`config.mk`:
```
export PLATFORM = sky130hd
export DESIGN_NAME = sramc_ctrl
export DESIGN_NICKNAME = d
export VERILOG_FILES = /design/src/rtl/sramc_pkg.sv /design/src/rtl/sramc_timer.sv /design/src/rtl/sramc_fsm.sv /design/src/rtl/sramc_data.sv /design/src/rtl/sramc_ctrl.sv
export SDC_FILE = /design/constraint.sdc
export NUM_CORES = 1
export LEC_CHECK = 0
export ABC_AREA = 1
export ABC_CLOCK_PERIOD_IN_PS = 2300
export CAP_MARGIN = 20
export CORE_MARGIN = 1.5
export CORE_UTILIZATION = 47
export DETAILED_ROUTE_END_ITERATION = 12
export PLACE_DENSITY = 0.83
export SLEW_MARGIN = 20
export SYNTH_ARGS = -nofsm -noshare
export SYNTH_HDL_FRONTEND = slang
export SYNTH_SLANG_ARGS = --single-unit
```
`constraint.sdc`:
```
create_clock -name clk -period 2.3 [get_ports clk]
set_clock_uncertainty 0.1 [all_clocks]
set_input_delay 0.46 -clock clk [delete_from_list [all_inputs] [get_ports clk]]
set_output_delay 0.46 -clock clk [all_outputs]
set_load 0.005 [all_outputs]
```
`src/rtl/sramc_pkg.sv`:
```
package sramc_pkg;

   typedef enum logic [2:0] {
      ST_IDLE,
      ST_ADDR,
      ST_ACCESS,
      ST_SAMPLE,
      ST_COMMIT,
      ST_RECOVER
   } seq_st_e;

   // Round a nanosecond limit up to whole clock cycles.
   function automatic int ns2cyc(input int ns, input int clk_ns);
      return (ns + clk_ns - 1) / clk_ns;
   endfunction

   function automatic int imax(input int a, input int b);
      return (a > b) ? a : b;
   endfunction

endpackage

```
`src/rtl/sramc_timer.sv`:
```
module sramc_timer #(
   parameter int CW = 6
) (
   input  logic          clk,
   input  logic          rst_n,
   input  logic          load,
   input  logic [CW-1:0] load_val,
   output logic          expired
);

   logic [CW-1:0] cnt_q;

   always_ff @(posedge clk or negedge rst_n) begin
      if (!rst_n)
         cnt_q <= '0;
      else if (load)
         cnt_q <= load_val;
      else if (cnt_q != '0)
         cnt_q <= cnt_q - 1'b1;
   end

   assign expired = (cnt_q == '0);

   // a running interval only ever shrinks by one per cycle
   assert_timer_monotonic_R3: assert property (@(posedge clk) disable iff (!rst_n)
      (!$past(load) && ($past(cnt_q) != '0)) |-> (cnt_q < $past(cnt_q)));

endmodule

```
`src/rtl/sramc_fsm.sv`:
```
module sramc_fsm
   import sramc_pkg::*;
#(
   parameter int CW       = 6,
   parameter int RD_ACC   = 30,
   parameter int RD_REC   = 11,
   parameter int WR_PULSE = 30,
   parameter int WR_TAIL  = 3,
   parameter int WR_REC   = 11
) (
   input  logic          clk,
   input  logic          rst_n,
   input  logic          req_valid,
   input  logic          req_write,
   output logic          req_ready,
   output logic          accept,
   output logic          cap_rd,
   output logic          tmr_load,
   output logic [CW-1:0] tmr_val,
   input  logic          tmr_expired,
   output logic          ce_n,
   output logic          we_n,
   output logic          oe_n,
   output logic          dq_oe
);

   seq_st_e st_q, st_d;
   logic    op_wr_q;

   assign req_ready = (st_q == ST_IDLE);
   assign accept    = req_ready && req_valid;
   assign cap_rd    = (st_q == ST_SAMPLE);

   always_comb begin
      st_d     = st_q;
      tmr_load = 1'b0;
      tmr_val  = '0;
      case (st_q)
         ST_IDLE:
            if (req_valid) st_d = ST_ADDR;
         ST_ADDR: begin
            st_d     = ST_ACCESS;
            tmr_load = 1'b1;
            tmr_val  = op_wr_q ? CW'(WR_PULSE - 1) : CW'(RD_ACC - 1);
         end
         ST_ACCESS:
            if (tmr_expired) begin
               if (op_wr_q) begin
                  st_d     = ST_COMMIT;
                  tmr_load = 1'b1;
                  tmr_val  = CW'(WR_TAIL - 1);
               end else begin
                  st_d = ST_SAMPLE;
               end
            end
         ST_SAMPLE: begin
            st_d     = ST_RECOVER;
            tmr_load = 1'b1;
            tmr_val  = CW'(RD_REC - 1);
         end
         ST_COMMIT:
            if (tmr_expired) begin
               st_d     = ST_RECOVER;
               tmr_load = 1'b1;
               tmr_val  = CW'(WR_REC - 1);
            end
         ST_RECOVER:
            if (tmr_expired) st_d = ST_IDLE;
         default:
            st_d = ST_IDLE;
      endcase
   end

   always_ff @(posedge clk or negedge rst_n) begin
      if (!rst_n) begin
         st_q    <= ST_IDLE;
         op_wr_q <= 1'b0;
      end else begin
         st_q <= st_d;
         if (accept) op_wr_q <= req_write;
      end
   end

   // Pins are registered from the next state so they switch with the state.
   always_ff @(posedge clk or negedge rst_n) begin
      if (!rst_n) begin
         ce_n  <= 1'b1;
         we_n  <= 1'b1;
         oe_n  <= 1'b1;
         dq_oe <= 1'b0;
      end else begin
         ce_n  <= !(st_d inside {ST_ACCESS, ST_SAMPLE, ST_COMMIT});
         we_n  <= !(op_wr_q && (st_d == ST_ACCESS));
         oe_n  <= !(!op_wr_q && (st_d inside {ST_ACCESS, ST_SAMPLE}));
         dq_oe <= op_wr_q && (st_d inside {ST_ACCESS, ST_COMMIT});
      end
   end

   assert_idle_ce_high_R2: assert property (@(posedge clk) disable iff (!rst_n)
      (st_q == ST_IDLE) |-> ce_n);

   assert_recover_quiet_R4: assert property (@(posedge clk) disable iff (!rst_n)
      (st_q == ST_RECOVER) |-> (ce_n && we_n && oe_n && !dq_oe));

endmodule

```
`src/rtl/sramc_data.sv`:
```
module sramc_data #(
   parameter int AW         = 11,
   parameter int DW         = 8,
   parameter bit DATA_RESET = 1'b1
) (
   input  logic          clk,
   input  logic          rst_n,
   input  logic          accept,
   input  logic [AW-1:0] req_addr,
   input  logic [DW-1:0] req_wdata,
   input  logic          cap_rd,
   input  logic [DW-1:0] mem_dq_in,
   output logic [AW-1:0] mem_addr,
   output logic [DW-1:0] mem_dq_out,
   output logic          rsp_valid,
   output logic [DW-1:0] rsp_rdata
);

   generate
      if (DATA_RESET) begin : g_rst_data
         always_ff @(posedge clk or negedge rst_n) begin
            if (!rst_n) begin
               mem_addr   <= '0;
               mem_dq_out <= '0;
               rsp_rdata  <= '0;
            end else begin
               if (accept) begin
                  mem_addr   <= req_addr;
                  mem_dq_out <= req_wdata;
               end
               if (cap_rd) rsp_rdata <= mem_dq_in;
            end
         end
      end else begin : g_free_data
         always_ff @(posedge clk) begin
            if (accept) begin
               mem_addr   <= req_addr;
               mem_dq_out <= req_wdata;
            end
            if (cap_rd) rsp_rdata <= mem_dq_in;
         end
      end
   endgenerate

   always_ff @(posedge clk or negedge rst_n) begin
      if (!rst_n) rsp_valid <= 1'b0;
      else        rsp_valid <= cap_rd;
   end

   assert_rsp_single_R6: assert property (@(posedge clk) disable iff (!rst_n)
      rsp_valid |=> !rsp_valid);

endmodule

```
`src/rtl/sramc_ctrl.sv`:
```
module sramc_ctrl
   import sramc_pkg::*;
#(
   parameter int ADDR_W         = 11,
   parameter int DATA_W         = 8,
   parameter int CLK_NS         = 4,
   parameter int T_ADDR_HOLD_NS = 30,
   parameter int T_CE_LOW_NS    = 120,
   parameter int T_CE_HIGH_NS   = 50,
   parameter int T_CYCLE_NS     = 170,
   parameter int T_CE_ACCESS_NS = 120,
   parameter int T_OE_ACCESS_NS = 50,
   parameter int T_WE_LOW_NS    = 120,
   parameter int T_WD_SETUP_NS  = 50,
   parameter int T_WD_HOLD_NS   = 10,
   parameter bit DATA_RESET     = 1'b1
) (
   input  logic              clk,
   input  logic              rst_n,
   input  logic              req_valid,
   output logic              req_ready,
   input  logic              req_write,
   input  logic [ADDR_W-1:0] req_addr,
   input  logic [DATA_W-1:0] req_wdata,
   output logic              rsp_valid,
   output logic [DATA_W-1:0] rsp_rdata,
   output logic [ADDR_W-1:0] mem_addr,
   output logic              mem_ce_n,
   output logic              mem_we_n,
   output logic              mem_oe_n,
   output logic [DATA_W-1:0] mem_dq_out,
   output logic              mem_dq_oe,
   input  logic [DATA_W-1:0] mem_dq_in
);

   localparam int C_AH  = ns2cyc(T_ADDR_HOLD_NS, CLK_NS);
   localparam int C_EL  = ns2cyc(T_CE_LOW_NS, CLK_NS);
   localparam int C_EH  = ns2cyc(T_CE_HIGH_NS, CLK_NS);
   localparam int C_CYC = ns2cyc(T_CYCLE_NS, CLK_NS);
   localparam int C_ACC = ns2cyc(T_CE_ACCESS_NS, CLK_NS);
   localparam int C_OE  = ns2cyc(T_OE_ACCESS_NS, CLK_NS);
   localparam int C_WE  = ns2cyc(T_WE_LOW_NS, CLK_NS);
   localparam int C_DS  = ns2cyc(T_WD_SETUP_NS, CLK_NS);
   localparam int C_DH  = ns2cyc(T_WD_HOLD_NS, CLK_NS);

   // load: access then one sample cycle
   localparam int RD_ACC   = imax(imax(imax(C_ACC, C_OE), C_EL - 1), 1);
   localparam int RD_LOW   = RD_ACC + 1;
   // store: write pulse then data hold tail
   localparam int WR_PULSE = imax(imax(C_WE, C_DS), 1);
   localparam int WR_TAIL  = imax(imax(C_DH, 1), C_EL - WR_PULSE);
   localparam int WR_LOW   = WR_PULSE + WR_TAIL;
   // idle and address cycles add two more high cycles after recovery
   localparam int RD_REC   = imax(imax(C_EH - 2, C_CYC - RD_LOW - 2), 1);
   localparam int WR_REC   = imax(imax(C_EH - 2, C_CYC - WR_LOW - 2), 1);
   localparam int MAXLD    = imax(imax(RD_ACC, RD_REC), imax(imax(WR_PULSE, WR_TAIL), WR_REC));
   localparam int CW       = $clog2(MAXLD + 1);
   localparam int LCW      = $clog2(imax(RD_LOW, WR_LOW) + 2);

   initial begin : elab_checks
      assert (CLK_NS > 0) else $error("CLK_NS must be positive");
      assert (ADDR_W > 0 && DATA_W > 0) else $error("bus widths must be positive");
      assert (C_AH <= RD_LOW && C_AH <= WR_LOW)
         else $error("address hold longer than enable low phase");
   end

   logic          accept, cap_rd, tmr_load, tmr_expired;
   logic [CW-1:0] tmr_val;

   sramc_fsm #(
      .CW(CW), .RD_ACC(RD_ACC), .RD_REC(RD_REC),
      .WR_PULSE(WR_PULSE), .WR_TAIL(WR_TAIL), .WR_REC(WR_REC)
   ) u_fsm (
      .clk(clk), .rst_n(rst_n),
      .req_valid(req_valid), .req_write(req_write), .req_ready(req_ready),
      .accept(accept), .cap_rd(cap_rd),
      .tmr_load(tmr_load), .tmr_val(tmr_val), .tmr_expired(tmr_expired),
      .ce_n(mem_ce_n), .we_n(mem_we_n), .oe_n(mem_oe_n), .dq_oe(mem_dq_oe)
   );

   sramc_timer #(.CW(CW)) u_timer (
      .clk(clk), .rst_n(rst_n),
      .load(tmr_load), .load_val(tmr_val), .expired(tmr_expired)
   );

   sramc_data #(.AW(ADDR_W), .DW(DATA_W), .DATA_RESET(DATA_RESET)) u_data (
      .clk(clk), .rst_n(rst_n),
      .accept(accept), .req_addr(req_addr), .req_wdata(req_wdata),
      .cap_rd(cap_rd), .mem_dq_in(mem_dq_in),
      .mem_addr(mem_addr), .mem_dq_out(mem_dq_out),
      .rsp_valid(rsp_valid), .rsp_rdata(rsp_rdata)
   );

   // ---- pin-level checks ----
   logic [LCW-1:0] ce_lo_cnt;
   always_ff @(posedge clk or negedge rst_n) begin
      if (!rst_n)        ce_lo_cnt <= '0;
      else if (!mem_ce_n) ce_lo_cnt <= ce_lo_cnt + 1'b1;
      else               ce_lo_cnt <= '0;
   end

   assert_ce_low_width_R3: assert property (@(posedge clk) disable iff (!rst_n)
      $rose(mem_ce_n) |-> (ce_lo_cnt >= LCW'(C_EL)));

   assert_addr_hold_R2: assert property (@(posedge clk) disable iff (!rst_n)
      (!mem_ce_n && !$past(mem_ce_n)) |-> $stable(mem_addr));

   assert_ready_ce_high_R2: assert property (@(posedge clk) disable iff (!rst_n)
      req_ready |-> mem_ce_n);

   assert_we_oe_excl_R5: assert property (@(posedge clk) disable iff (!rst_n)
      !mem_we_n |-> mem_oe_n);

   assert_rsp_on_rise_R6: assert property (@(posedge clk) disable iff (!rst_n)
      rsp_valid |-> (mem_ce_n && !$past(mem_ce_n)));

   assert_no_contention_R10: assert property (@(posedge clk) disable iff (!rst_n)
      mem_dq_oe |-> mem_oe_n);

   assert_we_inside_ce_R10: assert property (@(posedge clk) disable iff (!rst_n)
      !mem_we_n |-> !mem_ce_n);

endmodule

```
## Word level (Yosys, flattened, before mapping)

Index checks and enable logic that the tools add are counted.

- Register bits: 41
- Input port bits: 31
- Output and inout port bits: 33
- Word-level logic and storage cells: 52

- $add $sub $neg: 1
- Equal/unequal tests: 8
- Multiplexer cells: 16
- Reduce and logical (&&, ||, !) cells: 16

Operators with widths:

| kind | count |
|---|---|
| $pmux W5 S4 | 1 |
| $pmux W3 S6 | 1 |
| $mux W3 | 5 |
| $mux W5 | 3 |
| $eq A3 B2 Y1 const B | 4 |
| $eq A3 B3 Y1 const B | 3 |
| $reduce_bool A2 Y1 | 3 |
| $logic_not A5 Y1 | 1 |
| $reduce_bool A5 Y1 | 1 |
| $sub A5 B1 Y5 const B | 1 |
| $logic_and A1 B1 Y1 | 4 |
| $logic_not A1 Y1 | 4 |
| $mux W4 | 1 |
| $eq A3 B1 Y1 const B | 1 |
| $logic_not A3 Y1 | 1 |
| $mux W1 | 3 |
| $pmux W1 S3 | 1 |
| $reduce_bool A3 Y1 | 1 |
| $mux W2 | 1 |
| $reduce_or A2 Y1 | 1 |

## Depth between registers and ports, before layout

Gate-level depths: netlist of the first run.

- Word-level depth: 7
- Depth in mapped cells: 12
- Gate-level depth less buffers: 12

## Hierarchy

A second synthesis of the first run with hierarchy kept.

- Cell total of the unflattened synthesis: 211
- Area total of the unflattened synthesis: 1826.8 µm²

By module, submodules not included:

| module | times used | cells an instance | area each (µm²) |
|---|---|---|---|
| sramc_data | 1 | 115 | 1068.5 |
| sramc_fsm | 1 | 57 | 455.4 |
| sramc_timer | 1 | 39 | 302.8 |

## Least setup slack after synthesis of the first run

No wires, ideal clock.

- Path kind: flip-flop to flip-flop
- Start point: register u_timer.cnt_q[0]
- End point: register u_timer.cnt_q[0]
- Setup time: 0.123 ns
- Arrival time: 1.304 ns
- Path slack: 0.774 ns
- Stages on the path, launching flop included: 10
- Buffers on the path: 0
- Period minus slack after synthesis: 1.526 ns
- Cells stage by stage: dfrtp_1 inv_1 ha_1 inv_1 nor2_2 nand3_2 nor2_2 nor2_1 a31oi_1 nand2_1

- Longest elaborated chain between the ends: 4

Ends and longest elaborated chain:

| what | RTL line | source |
|---|---|---|
| from (decl) | sramc_timer.sv:11 | `logic [CW-1:0] cnt_q;` |
| from (signal assigned) | sramc_timer.sv:17 | `cnt_q <= load_val;` |
| from (signal assigned) | sramc_timer.sv:19 | `cnt_q <= cnt_q - 1'b1;` |
| parallel branches: the longest is 4 deep, another holds $sub A5 B1 Y5 | - |  |

Several ways; the timed one is not identified. The select of a mux whose other input is x is not followed.
A chain may end at the register's enable or synchronous reset.

## Worst setup path in the final report of the first run

- Start point: register u_fsm.st_q[0]
- End point: output req_ready

- Longest elaborated chain between the ends: 1

Ends and longest elaborated chain:

| what | RTL line | source |
|---|---|---|
| from (decl) | sramc_fsm.sv:27 | `seq_st_e st_q, st_d;` |
| from (signal assigned) | sramc_fsm.sv:79 | `st_q <= st_d;` |
| $logic_not A3 Y1 | sramc_fsm.sv:30 | `assign req_ready = (st_q == ST_IDLE);` |
| to (decl) | sramc_ctrl.sv:21 | `output logic req_ready,` |

Every way passes these cells.

==> results of run 1 <==
[power by group]
| part | internal [mW] | switching [mW] |
|---|---|---|
| combinational | 0.778 | 0.664 |
| sequential | 1.07 | 0.216 |
| clock | 0.271 | 0.227 |
[cells in the mapped netlist]
cell type and instances:
nor2_1 6, dfrtp_1 38, nor3_1 1, dfstp_2 3, nand3_2 2, o21ai_1 1, ha_1 2, a21oi_2 1
nand2_1 103, a31oi_1 3, a21oi_1 3, buf_6 1, nor2_2 6, inv_1 13, nand2_4 1, nand2_2 2
nand3_1 4, xor2_1 2, buf_4 1, buf_2 2, nor2_4 2, o21ai_0 1, inv_2 4, xnor2_1 1
o21ai_2 1, clkinv_1 1
[registers in the layout (all words and copies together) (netlist names)]
signal             flops
u_fsm.we_n             1
u_data.rsp_rdata       8
u_fsm.ce_n             1
u_fsm.op_wr_q          1
u_timer.cnt_q          5
u_data.rsp_valid       1
u_fsm.st_q             3
u_data.mem_dq_out      8
u_data.mem_addr       11
u_fsm.oe_n             1
u_fsm.dq_oe            1
[layout by cell type, fill, tap and decap left out, types with 3 or more instances in the layout]
cell type / count
a21oi_1: 3
a31oi_1: 3
clkbuf_8: 7
clkdlybuf4s50_1: 62
dfrtp_1: 38
dfstp_2: 3
inv_1: 13
inv_2: 4
nand2_1: 103
nand3_1: 4
nor2_1: 6
nor2_2: 6
[path summary, 6_finish.rpt]
| check | slack, ps | start | to | cells after the start |
|---|---|---|---|---|
| max | 180 | u_fsm.st_q[0] | req_ready | 4 |
| max in group asynchronous | 1620 | rst_n | u_fsm.oe_n | 2 |
| min in group clk | 370 | u_data.mem_dq_out[5] | u_data.mem_dq_out[5] | 2 |
| min reg2reg | 370 | u_data.mem_dq_out[5] | u_data.mem_dq_out[5] | 2 |
| max reg2reg | 560 | u_timer.cnt_q[0] | u_fsm.dq_oe | 11 |
| min | 110 | rst_n | u_data.rsp_rdata[0] | 2 |
[critical path, stage by stage, from the launching register on]
cell             delay [ps]
dfrtp_1                 440
nor2_2                  160
nand2_1                 110
inv_1                    70
clkdlybuf4s50_1         500
[area by class of cell]
type,count,area (µm²)
fill,297,1080
sequential,41,1030
multi-input combinational,142,651
timing repair buffer,65,641
clock buffer,7,96.3
inverter,18,67.6
tap,48,60.1
clock inverter,1,5.00
[metrics by stage]
stage | hold slack [ps] | instance area (µm²)
after global placement | 353 | 2450
final | 112 | 2550
after floorplan | 64.4 | 1780
after detailed placement | 358 | 2450
after global routing | 154 | 2550
after CTS | 129 | 2550
[logic make-up (layout without fill, tap and decap cells)]
group,count (synthesis),in the layout
and+or+nand+nor,127,127
AOI/OAI and AO/OA,10,10
DFF,41,41
adders and majority gates,2,2
xor gates and xnor gates,3,3
buffers and inverters,22,91
[routing by layer]
metal	up-vias	part of all wire [%]	track usage, %
li1	757	-	-
met1	694	45	24.4
met2	43	48	31.4
met3	5	4.8	5.56
met4	0	1.6	7.45
met5	-	0	0
==> flow_metrics.env, run 1 <==
export IMPL_cts_setup_buffers=0
export IMPL_fp_row_count=22
export IMPL_synthMuxAreaShare_pct=0
export IMPL_clock_latency_ps=290
export IMPL_ys_ff_latch=41
export IMPL_fin_crit_sh_pct=92.4
export IMPL_cts_made_buffers=5
export IMPL_yosys_area_share_adder_pct=1.41
export IMPL_synth_top_family_by_area="simple AND/OR/NAND/NOR gates"
export IMPL_n_antenna_cell=0
export IMPL_grt_pass1_vias=1407
export IMPL_synth_seq_area_share_pct=58.0
export IMPL_ctsResizeCount=0
export IMPL_finalHoldViolCount=0
export IMPL_ios=64
export IMPL_cts_buffer_depth=2
export IMPL_grtUsageTotal_pct=19.3
export IMPL_finalMaxSlewViolations=0
export IMPL_crit_arrival_ps=1560
export IMPL_fp_coreArea_um2=3630
export IMPL_hold_class="in2async"
export IMPL_syn_inst=205
export IMPL_final_nets=306
export IMPL_route_detailed_drc=0
export IMPL_synth_avg_cell_area_um2=8.67
export IMPL_port_buffers=63
export IMPL_synth_compound_area_share_pct=3.45
export IMPL_grt_pass1_wl_mm=6.14
export IMPL_syn_nets=238
export IMPL_synth_warnings=0
export IMPL_dr_pass1_iters=4
export IMPL_wire_per_inst_um=11.0
export IMPL_yosys_top_cells_area="dfrtp_1 (54%), nand2_1 (22%), dfstp_2 (4.4%)"
export IMPL_die_y_um=64.5
export IMPL_tightestPinTransition_ps=516
export IMPL_syn_area_um2=1780
export IMPL_crit_path_max_fanout=6
export IMPL_peakVddDrop_mv=0.679
export IMPL_period_needed_ps=2120
export IMPL_power_density_nw_per_um2=1270
export IMPL_clkSlewWorstSetupHoldPaths_ps=70
export IMPL_area_growth_pct=43.5
export IMPL_slew_headroom_pct=65.5
export IMPL_layout_setup_ws_ps=176
export IMPL_synthXorXnorAreaFrac_pct=1.48
export IMPL_cp_required_ps=1740
export IMPL_rsz0062_at_grt="no"
export IMPL_cts_root_buffer="clkbuf_8"
export IMPL_setup_viol=0
export IMPL_place_gp_congestion=0.866
export IMPL_setup_worst_path_end_class="output pin"
export IMPL_max_cap_violations=0
export IMPL_vias=1499
export IMPL_synth_top_cell_area_share_pct=53.5
export IMPL_synth_simple_gate_area_share_pct=30.3
export IMPL_cts_tree="done"
export IMPL_yosysTopAreaCell="dfrtp_1"
export IMPL_drive_gt1_share_pct=12.0
export IMPL_htree_levels=2
export IMPL_ant_nets=0
export IMPL_start_util_pct=48.9
export IMPL_fin_tns_setup_ps=0
export IMPL_clock_sinks=41
export IMPL_grt_overflow=0
export IMPL_routed_wl_mm=3.54
export IMPL_finish_utilization_pct=70.2
export IMPL_cts_hold_buffers=0
export IMPL_die_area_um2=4160
export IMPL_fp_dieW_um=64.5
export IMPL_antenna_found_initial=0
export IMPL_pre_cts_ws_ps=494
export IMPL_yosysUniqueCellTypes=26
export IMPL_path_class="reg2out"
export IMPL_placedCellCount=314
export IMPL_max_freq_ghz=0.471
export IMPL_final_cell_count_no_fill=322
export IMPL_report_power_total_mw=3.23
export IMPL_viasPerCell=4.66
export IMPL_power_leakage_nw=1.29
export IMPL_drt_iter0_markers=52
export IMPL_grt_max_degree=42
export IMPL_dpl_hpwl_mm=2.53
export IMPL_worstSetupStartpointType="flip-flop"
export IMPL_outcome="completed"
Note: power is estimated with default switching activity, not from simulation.
==> inputs of run 2 (changes only) <==
--- a/config.mk
+++ b/config.mk
@@ -6,7 +6,7 @@
 export NUM_CORES = 1
 export LEC_CHECK = 0
 export ABC_AREA = 1
-export ABC_CLOCK_PERIOD_IN_PS = 2300
+export ABC_CLOCK_PERIOD_IN_PS = 2510
 export CAP_MARGIN = 20
 export CORE_MARGIN = 1.5
 export CORE_UTILIZATION = 47
==> constraint.sdc (replaced) <==
create_clock -name clk -period 2.51 [get_ports clk]
set_clock_uncertainty 0.1 [all_clocks]
set_input_delay 0.502 -clock clk [delete_from_list [all_inputs] [get_ports clk]]
set_output_delay 0.502 -clock clk [all_outputs]
set_load 0.005 [all_outputs]
==> run 2 against run 1 <==
Against the previous run:
- register-to-register slack improved by 190 ps
- critical path type unchanged
- worst setup slack improved by 170 ps
- cell count decreased by 0.31%
- hold slack improved by 120 ps
- first-iteration DRC count increased by 17%
- critical path depth unchanged
==> flow_metrics.env, run 2 (synthesis gave the netlist of run 1 again) <==
export IMPL_dr_pass1_iters=4
export IMPL_clock_latency_ps=280
export IMPL_path_class="reg2out"
export IMPL_drt_iter0_markers=61
export IMPL_routed_wl_mm=3.38
export IMPL_hold_class="in2async"
export IMPL_grt_pass1_vias=1380
export IMPL_crit_path_max_fanout=6
export IMPL_register_area_um2=1030
export IMPL_crit_arrival_ps=1560
export IMPL_r2r_cells=11
export IMPL_ant_nets=0
export IMPL_drive_gt1_share_pct=11.0
export IMPL_place_gp_congestion=0.864
export IMPL_route_detailed_drc=0
export IMPL_die_area_um2=4160
export IMPL_final_nets=305
export IMPL_ctsResizeCount=0
export IMPL_grt_pass1_wl_mm=5.98
export IMPL_slew_headroom_pct=42.4
export IMPL_vias=1469
export IMPL_antenna_found_initial=0
export IMPL_worst_r2r_setup_slack_ps=750
export IMPL_busiest_layer="met2"
export IMPL_fp_row_count=22
export IMPL_power_leakage_nw=1.27
export IMPL_worstSetupStartpointType="flip-flop"
export IMPL_n_antenna_cell=0
export IMPL_dpl_hpwl_mm=2.50
export IMPL_cp_required_ps=1910
export IMPL_r2r_start="u_timer.cnt_q[0]"
export IMPL_clkSlewWorstSetupHoldPaths_ps=70
export IMPL_finalMaxSlewViolations=0
export IMPL_port_buffers=63
export IMPL_outcome="completed"
export IMPL_setup_viol=0
export IMPL_final_area_um2=2530
export IMPL_use_met1_pct=24.1
export IMPL_finalHoldViolCount=0
export IMPL_report_power_total_mw=2.91
export IMPL_die_y_um=64.5
export IMPL_n_fill_cell=290
export IMPL_largest_reg_flops=11
export IMPL_reg_top3="u_data.mem_addr (11), u_data.mem_dq_out (8), u_data.rsp_rdata (8)"
export IMPL_multiInputGateArea_um2=651
export IMPL_fin_tns_setup_ps=0
export IMPL_start_util_pct=48.9
export IMPL_cts_hold_buffers=0
export IMPL_layout_commonest_cell="nand2_1"
export IMPL_met3_usage_pct=4.34
export IMPL_place_area_um2=2440
export IMPL_max_freq_ghz=0.462
export IMPL_pre_cts_ws_ps=657
export IMPL_layout_common_cells="nand2_1 (103), clkdlybuf4s50_1 (62), dfrtp_1 (38), inv_1 (13)"
export IMPL_peakVddDrop_mv=0.646
export IMPL_fp_dieW_um=64.5
export IMPL_cts_setup_buffers=0
export IMPL_viasPerCell=4.58
export IMPL_grt_overflow=0
export IMPL_tightestPinTransition_ps=864
export IMPL_fin_crit_sh_pct=86.1
export IMPL_power_density_nw_per_um2=1150
export IMPL_setup_worst_path_end_class="output pin"
export IMPL_cts_root_buffer="clkbuf_8"
export IMPL_max_cap_violations=0
export IMPL_clock_sinks=41
export IMPL_rsz0062_at_grt="no"
export IMPL_cts_tree="done"
export IMPL_area_growth_pct=42.5
export IMPL_gr_usage_met2_pct=29.6
export IMPL_largest_register="u_data.mem_addr"
export IMPL_cts_buffer_depth=2
export IMPL_ios=64
export IMPL_layout_setup_ws_ps=348
export IMPL_wire_per_inst_um=10.5
export IMPL_period_needed_ps=2160
export IMPL_fp_coreArea_um2=3630
export IMPL_grtUsageTotal_pct=18.6
export IMPL_worst_r2r_endpoint="u_fsm.dq_oe"
export IMPL_cts_made_buffers=5
export IMPL_grt_max_degree=42
export IMPL_htree_levels=2
-- run 2: cell types whose count changed in the layout (fill, tap and decap cells not counted) --
cell and delta:
buf_4 -1, clkbuf_8 -1, clkinv_2 -1, clkbuf_1 +2
-- run 2: area by class of cell --
type                            instances  area share (%)
Sequential cell                        41            40.7
Multi-Input combinational cell        142            25.7
Timing Repair Buffer                   64            25.0
Clock buffer                            8            3.56
Inverter                               18            2.67
Tap cell                               48            2.37
-- run 2: metrics by stage --
step	hold WS (ps)	utilization, %	std cells
after global placement	353	67.2	313
after floorplan	106	-	205
after CTS	261	69.7	321
final	232	69.7	321
after global routing	294	69.7	321
after detailed placement	360	67.2	313
-- run 2: power by group --
| group | internal (mW) | switching, mW |
|---|---|---|
| logic | 0.712 | 0.602 |
| clock network | 0.224 | 0.197 |
| registers | 0.985 | 0.191 |
-- run 2: how the worst max path moves through the flow --
stage                           from  cells past startpoint                to  slack (ps)
CTS                    u_fsm.st_q[0]                      4         req_ready         340
finish                 u_fsm.st_q[0]                      4         req_ready         350
floorplan           u_timer.cnt_q[0]                      9  u_timer.cnt_q[0]         980
detailed placement     u_fsm.st_q[0]                      4         req_ready         660
global placement       u_fsm.st_q[0]                      4         req_ready         680
global route           u_fsm.st_q[0]                      4         req_ready         240
-- run 2: critical path, stage by stage, from the launching register on --
cell and delay [ps]:
dfrtp_1 440, nor2_2 160, nand2_1 110, inv_1 60, clkdlybuf4s50_1 510
-- run 2: routing by layer --
layer	routed length, µm	vias to the layer above
li1	-	755
met1	1540	668
met2	1600	42
met3	173	4
met4	59	0
met5	0	-
==> inputs of run 3 (changes only) <==
--- a/config.mk
+++ b/config.mk
@@ -7,9 +7,10 @@
 export LEC_CHECK = 0
 export ABC_AREA = 1
 export ABC_CLOCK_PERIOD_IN_PS = 2510
-export CAP_MARGIN = 20
+export CAP_MARGIN = 25
 export CORE_MARGIN = 1.5
 export CORE_UTILIZATION = 47
+export CTS_CLUSTER_SIZE = 16
 export DETAILED_ROUTE_END_ITERATION = 12
 export PLACE_DENSITY = 0.83
 export SLEW_MARGIN = 20
==> results of run 3 <==
Final layout, timing and power as in run 2 (identical DEF).
